--- src/rtl/srom_pkg.sv ---
package srom_pkg;
    localparam int BYTE_W   = 8;
    localparam int ADDR_W   = 8;
    localparam int DEPTH    = 1 << ADDR_W;
    localparam int TICK_W   = $clog2(2 * BYTE_W + 2);
    localparam logic [TICK_W-1:0] CMD_DONE = TICK_W'(BYTE_W + 1);
    localparam logic [TICK_W-1:0] ADR_DONE = TICK_W'(2 * BYTE_W + 1);
    localparam logic [TICK_W-1:0] TICK_ONE = TICK_W'(1);

    typedef logic [BYTE_W-1:0] byte_t;
    typedef byte_t image_t [DEPTH];

    // classification of one strobe against the stored line levels
    typedef struct packed {
        logic start;
        logic stop;
        logic rise;
        logic steady;
    } line_ev_t;

    typedef struct packed {
        logic [TICK_W-1:0] tick;
        byte_t             cmd;
        logic [ADDR_W-1:0] addr;
        byte_t             data;
        logic              ack;
        logic              scl;
        logic              sda;
    } eng_st_t;

    // presence-detect style default image, zero where not listed
    function automatic image_t default_image();
        image_t img;
        for (int i = 0; i < DEPTH; i++) begin
            img[i] = '0;
        end
        img[8'h00] = 8'h80;
        img[8'h01] = 8'h08;
        img[8'h02] = 8'h04;
        img[8'h03] = 8'h0D;
        img[8'h3E] = 8'h12;
        img[8'h3F] = 8'hD0;
        img[8'h7E] = 8'h64;
        img[8'h7F] = 8'hF4;
        return img;
    endfunction
endpackage

--- src/rtl/srom_line_events.sv ---
module srom_line_events
    import srom_pkg::*;
(
    input  logic     scl_q,
    input  logic     sda_q,
    input  logic     scl_i,
    input  logic     sda_i,
    output line_ev_t ev_o
);
    logic high_hold;
    logic moved;

    always_comb begin
        high_hold   = scl_q & scl_i;
        moved       = sda_q ^ sda_i;
        ev_o.start  = high_hold & moved & ~sda_i;
        ev_o.stop   = high_hold & moved & sda_i;
        ev_o.rise   = ~scl_q & scl_i;
        ev_o.steady = ~moved;
    end
endmodule

--- src/rtl/srom_image_rom.sv ---
module srom_image_rom
    import srom_pkg::*;
#(
    parameter image_t IMAGE = default_image()
) (
    input  logic [ADDR_W-1:0] addr_i,
    output byte_t             data_o
);
    assign data_o = IMAGE[addr_i];
endmodule

--- src/rtl/srom_engine.sv ---
module srom_engine
    import srom_pkg::*;
(
    input  logic              clk,
    input  logic              rst_n,
    input  logic              upd_i,
    input  logic              sda_i,
    input  logic              scl_i,
    input  line_ev_t          ev_i,
    input  byte_t             rom_data_i,
    output logic [ADDR_W-1:0] rom_addr_o,
    output logic              line_scl_o,
    output logic              line_sda_o,
    output logic [TICK_W-1:0] tick_o,
    output logic              ack_o
);
    eng_st_t st_d, st_q;
    logic    res_sda;
    logic [ADDR_W-1:0] addr_nxt;

    assign addr_nxt   = {st_q.addr[ADDR_W-2:0], sda_i};
    assign rom_addr_o = addr_nxt;

    always_comb begin
        st_d    = st_q;
        res_sda = sda_i;
        if (upd_i) begin
            if (ev_i.start) begin
                st_d.tick = TICK_ONE;
                st_d.cmd  = '0;
            end else if (ev_i.stop) begin
                st_d.tick = st_q.tick;
            end else if (st_q.tick == '0 && !st_q.ack) begin
                st_d.tick = st_q.tick;
            end else if (ev_i.rise) begin
                if (st_q.ack) begin
                    res_sda  = 1'b0;
                    st_d.ack = 1'b0;
                end else if (ev_i.steady) begin
                    if (st_q.tick < CMD_DONE) begin
                        st_d.cmd  = {st_q.cmd[BYTE_W-2:0], sda_i};
                        st_d.tick = st_q.tick + TICK_ONE;
                        if (st_q.tick + TICK_ONE == CMD_DONE) begin
                            st_d.ack = 1'b1;
                        end
                    end else if (st_q.tick < ADR_DONE) begin
                        if (st_q.cmd[0]) begin
                            res_sda = st_q.data[BYTE_W-1];
                        end
                        st_d.addr = addr_nxt;
                        st_d.data = {st_q.data[BYTE_W-2:0], 1'b0};
                        if (st_q.tick + TICK_ONE == ADR_DONE) begin
                            st_d.data = rom_data_i;
                            st_d.ack  = 1'b1;
                            st_d.tick = '0;
                        end else begin
                            st_d.tick = st_q.tick + TICK_ONE;
                        end
                    end
                end
            end
            st_d.scl = scl_i;
            st_d.sda = res_sda;
        end
    end

    always_ff @(posedge clk) begin
        if (!rst_n) begin
            st_q.tick <= '0;
            st_q.cmd  <= '0;
            st_q.addr <= '0;
            st_q.data <= '0;
            st_q.ack  <= 1'b0;
            st_q.scl  <= 1'b1;
            st_q.sda  <= 1'b1;
        end else begin
            st_q <= st_d;
        end
    end

    assign line_scl_o = st_q.scl;
    assign line_sda_o = st_q.sda;
    assign tick_o     = st_q.tick;
    assign ack_o      = st_q.ack;
endmodule

--- src/rtl/serial_rom_responder.sv ---
module serial_rom_responder
    import srom_pkg::*;
#(
    parameter image_t IMAGE = default_image()
) (
    input  logic clk,
    input  logic rst_n,
    input  logic upd_i,
    input  logic scl_i,
    input  logic sda_i,
    output logic sda_o
);
    line_ev_t          ev_w;
    logic              line_scl;
    logic              line_sda;
    logic [TICK_W-1:0] tick_w;
    logic              ack_w;
    logic [ADDR_W-1:0] rom_addr;
    byte_t             rom_data;

    srom_line_events u_ev (
        .scl_q (line_scl),
        .sda_q (line_sda),
        .scl_i (scl_i),
        .sda_i (sda_i),
        .ev_o  (ev_w)
    );

    srom_image_rom #(.IMAGE(IMAGE)) u_rom (
        .addr_i (rom_addr),
        .data_o (rom_data)
    );

    srom_engine u_eng (
        .clk        (clk),
        .rst_n      (rst_n),
        .upd_i      (upd_i),
        .sda_i      (sda_i),
        .scl_i      (scl_i),
        .ev_i       (ev_w),
        .rom_data_i (rom_data),
        .rom_addr_o (rom_addr),
        .line_scl_o (line_scl),
        .line_sda_o (line_sda),
        .tick_o     (tick_w),
        .ack_o      (ack_w)
    );

    assign sda_o = line_sda;
endmodule

--- config.mk ---
export PLATFORM = sky130hd
export DESIGN_NAME = serial_rom_responder
export DESIGN_NICKNAME = d
export VERILOG_FILES = /design/src/rtl/srom_pkg.sv /design/src/rtl/srom_line_events.sv /design/src/rtl/srom_image_rom.sv /design/src/rtl/srom_engine.sv /design/src/rtl/serial_rom_responder.sv
export SDC_FILE = /design/constraint.sdc
export NUM_CORES = 1
export LEC_CHECK = 0
export BUFFER_PORTS_ARGS = -buffer_cell sky130_fd_sc_hd__buf_4
export CORE_ASPECT_RATIO = 0.5
export CORE_MARGIN = 2
export CORE_UTILIZATION = 61
export CTS_BUF_LIST = sky130_fd_sc_hd__clkbuf_16
export DETAILED_ROUTE_END_ITERATION = 16
export PLACE_DENSITY = 0.79
export SETUP_SLACK_MARGIN = 0.3
export SLEW_MARGIN = 20
export SYNTH_ARGS = -nofsm -noshare
export SYNTH_HDL_FRONTEND = slang
export SYNTH_HIERARCHICAL = 1
export SYNTH_SLANG_ARGS = --single-unit
--- constraint.sdc ---
create_clock -name clk -period 2.25 [get_ports clk]
set_input_delay 0.1125 -clock clk [delete_from_list [all_inputs] [get_ports clk]]
set_output_delay 0.1125 -clock clk [all_outputs]
set_load 0.1 [all_outputs]
==> results by stage <==
Routing:
- The routed design has approximately 3700 um of wire.
- In this run, the number of DRC markers left after iteration 0 of detailed routing was around 130.
- The first detailed-routing pass ran for 4 iterations.
- The total number of vias is around 1500.
- Dividing the detail-routed via count by the number of cells gives about 6.3.
- The routed length per instance is roughly 16 um.
- In the routed design, unresolved DRC markers number 0.
- The number of antenna-violating nets in the routed design is 0.

Setup path:
- Data on the critical path is required at its endpoint by ~2.4 ns.
- The largest single stage delay on the critical path is around 0.41 ns.
- The nature of the critical path startpoint is a register.
- The capturing element type of the critical path is a register.
- The slowest stage of the critical path belongs to the cell sky130_fd_sc_hd__or3_4.
- The signal on the critical path passes through and4b_1 -> nor3b_2 -> nand2_2 -> or3_4 -> o41ai_2.
- In this run the worst path has a maximum fanout of 8.
- Data arrives at the worst endpoint at 2.08 ns.
- The start-to-end type of the worst setup path is register to register.

Floorplanning:
- The horizontal die dimension is approximately 76 um.
- The floorplan has 12 rows.
- The initial utilization of the core area, before any placement, comes to 67.4%.
- The area of the placeable core is 2330 um^2.
- The number of top-level design ports is 6.
- In this run the vertical extent of the chip is about 40 um.
- The area of the die is between 3000 and 4000 um^2.

STA:
- The shortest period the worst path allows is between 1.5 and 2 ns.
- The setup violation total in the final timing report is 0.
- Setup repair after global routing left no endpoint under its margin.
- The count of endpoints failing hold in the final timing report is 0.
- The worst-case headroom to the max-slew limit is between 70% and 80%.
- For the final database, setup skew stands at roughly 0.0029 ns.
- The max-slew violation count is 0.
- The maximum clock frequency is 524 MHz.
- In the finished design, the share of the clock period the worst path needs comes to a little over four fifths.
- The transition at the pin with the smallest max-transition slack is between 0.3 and 0.4 ns.
- Summed over all failing endpoints, the final setup total negative slack is 0 ns.

Place:
- The number of input and output port buffers inserted is 5.
- The routability congestion estimate from global placement is 0.848.
- After detailed placement, the total cell area comes to ~1600 um^2.
- The post-detailed-placement half-perimeter wirelength is ~2200 um.

Pwr:
- The analysis attributes to cell leakage a power of roughly 0.67 nW.
- The worst vdd rail ir drop is roughly 0.40 mV.
- For this design the ratio of total power to cell area is between 500 and 600 nW/um^2.

GRT:
- The number of global-route vias before repair is between 1000 and 1500.
- The initial antenna violation count was 0.
- The first global-routing pass estimated 5550 um of wire.
- The total overflow reported by the global router is 0.
- Entering global routing, the biggest net connects 30 pins.
- For this run, the total global-route usage over all layers was measured as about 26%.

Synthesis:
- Each instance of the synthesized netlist takes up on average ~8.0 um^2.
- The post-synthesis net count is 204.
- The post-synthesis cell count is ~200.
- For this run, the number of Yosys warnings is 6.
- The combined area of all synthesized cells is between 1500 and 2000 um^2.

Final layout:
- The multi-input combinational cells in the finished layout cover a total of between 900 and 1000 um^2.
- The fill cell instance count of the final layout is approximately 180.
- Across the whole layout, storage elements account for roughly 500 um^2.
- The share of cells above drive strength 1 is a little over a fifth.
- Once layout is done, the placed cells without fillers occupy about 1700 um^2.
- The final net count is 203.
- The relative area change from synthesis to final layout is 10.8%.
- The number of antenna diodes in the final layout is 0.

Clock network:
- The number of buffers on the longest clock path is 2.
- The number of buffers added for setup after CTS is 0.
- The root buffer cell chosen for the clock tree is sky130_fd_sc_hd__clkbuf_16.
- TritonCTS built the clock tree.
- The maximum level of the CTS H-tree is 1.
- For this design, the sink count on the clock tree is 24.
- The number of clock buffers added by TritonCTS is 3.
- The hold buffer count at cts is 0.
- The worst-skew pair later-pin latency is around 0.26 ns.
- After clock tree synthesis, the clock-pin slew on the worst setup and hold paths is 0.06 ns.

Min path:
- The worst hold-check path type is input pin to register.

Flow run:
- The number of max-cap violations is 0.

Status:
- The flow ran to the end, and the final reports show no timing, DRC or antenna violations.
[sequential cells by signal, indices dropped and copies added, names as in the netlist]
signal	cells
u_eng/ack_o	1
u_eng/line_scl_o	1
u_eng/line_sda_o	1
u_eng/rom_addr_o	7
u_eng/st_q	9
u_eng/tick_o	5
[critical path: cells and delay by family (launching register included)]
| kind | cells | cell delay, ns |
|---|---|---|
| compound gates | 1 | 0.30 |
| flops | 1 | 0.36 |
| simple gates | 4 | 1.16 |
[power breakdown]
group	total [W]	switching, W	internal [W]
Clock	0.000469	0.000160	0.000309
Sequential	0.000432	0.00000461	0.000427
Combinational	0.0000789	0.0000495	0.0000294
Total	0.000980	0.000214	0.000766
[what timing repair did]
action | in CTS | in global routing
gates cloned | 0 | 1
pin swaps | 0 | 1
endpoints found under the setup margin | 15 | 13
hold endpoints to repair | 0 | 0
resized for setup | 1 | 12
[cell usage in the layout, fill, tap and decap left out, types with 2 or more instances in the layout]
cell type / count
sky130_fd_sc_hd__a31oi_1: 9
sky130_fd_sc_hd__and4b_1: 2
sky130_fd_sc_hd__a21oi_1: 10
sky130_fd_sc_hd__dfxtp_1: 21
sky130_fd_sc_hd__nor2_1: 6
sky130_fd_sc_hd__o31ai_1: 2
sky130_fd_sc_hd__o21ai_0: 19
sky130_fd_sc_hd__nor3b_2: 2
sky130_fd_sc_hd__and3_1: 4
sky130_fd_sc_hd__nand3_1: 5
sky130_fd_sc_hd__nor2b_1: 3
sky130_fd_sc_hd__nor3_2: 2
sky130_fd_sc_hd__and2_1: 3
sky130_fd_sc_hd__ha_1: 2
sky130_fd_sc_hd__or2_2: 2
sky130_fd_sc_hd__mux2i_1: 3
sky130_fd_sc_hd__inv_1: 6
sky130_fd_sc_hd__nor3_1: 2
sky130_fd_sc_hd__buf_4: 12
sky130_fd_sc_hd__a21boi_0: 7
sky130_fd_sc_hd__clkbuf_16: 4
sky130_fd_sc_hd__nand2b_1: 4
sky130_fd_sc_hd__or3_4: 2
sky130_fd_sc_hd__nand2_1: 26
sky130_fd_sc_hd__o22ai_1: 2
sky130_fd_sc_hd__dfxtp_2: 2
[metal layers]
metal / routed length, um / track usage (%) / share of wire [%]
met1: 1790 / 32.5 / 48
met2: 1690 / 43.3 / 46
met3: 193 / 6.43 / 5.2
met4: 36 / 8.33 / 0.97
met5: 0 / 0 / 0
[through the flow]
stage / hold slack [ns] / std cells / power, W / utilization (%) / setup WS (ns)
global placement: 0.351 / 225 / 0.000508 / 68.4 / 0.198
global route: 0.121 / 230 / 0.00101 / 74.7 / 0.260
detailed placement: 0.354 / 225 / 0.000509 / 68.4 / 0.140
finish: 0.104 / 230 / 0.000980 / 74.7 / 0.342
CTS: 0.0915 / 229 / 0.000980 / 72.9 / 0.301
floorplan: 0.241 / 197 / 0.000490 / - / 0.274
[layout make-up]
cell class                      instances  share of cell area (%)
Sequential cell                        24                    28.0
Inverter                                7                    1.51
Multi-Input combinational cell        148                    57.0
Clock buffer                            4                    5.76
Tap cell                               35                    2.52
Timing Repair Buffer                   12                    5.18
[path summary, 6_finish.rpt]
check	startpoint	end	slack, ns	cells past startpoint
worst max-delay path	u_eng/line_scl_o$_SDFFE_PN1P_	u_eng/st_q[3]$_SDFFE_PN0P_	0.34	5
worst min-delay path	scl_i	u_eng/line_scl_o$_SDFFE_PN1P_	0.10	3
worst max register to register	u_eng/line_scl_o$_SDFFE_PN1P_	u_eng/st_q[3]$_SDFFE_PN0P_	0.34	5
worst min register to register	u_eng/st_q[7]$_SDFFE_PN0P_	u_eng/st_q[8]$_SDFFE_PN0P_	0.47	2
Power figures use the tool's default switching activity.
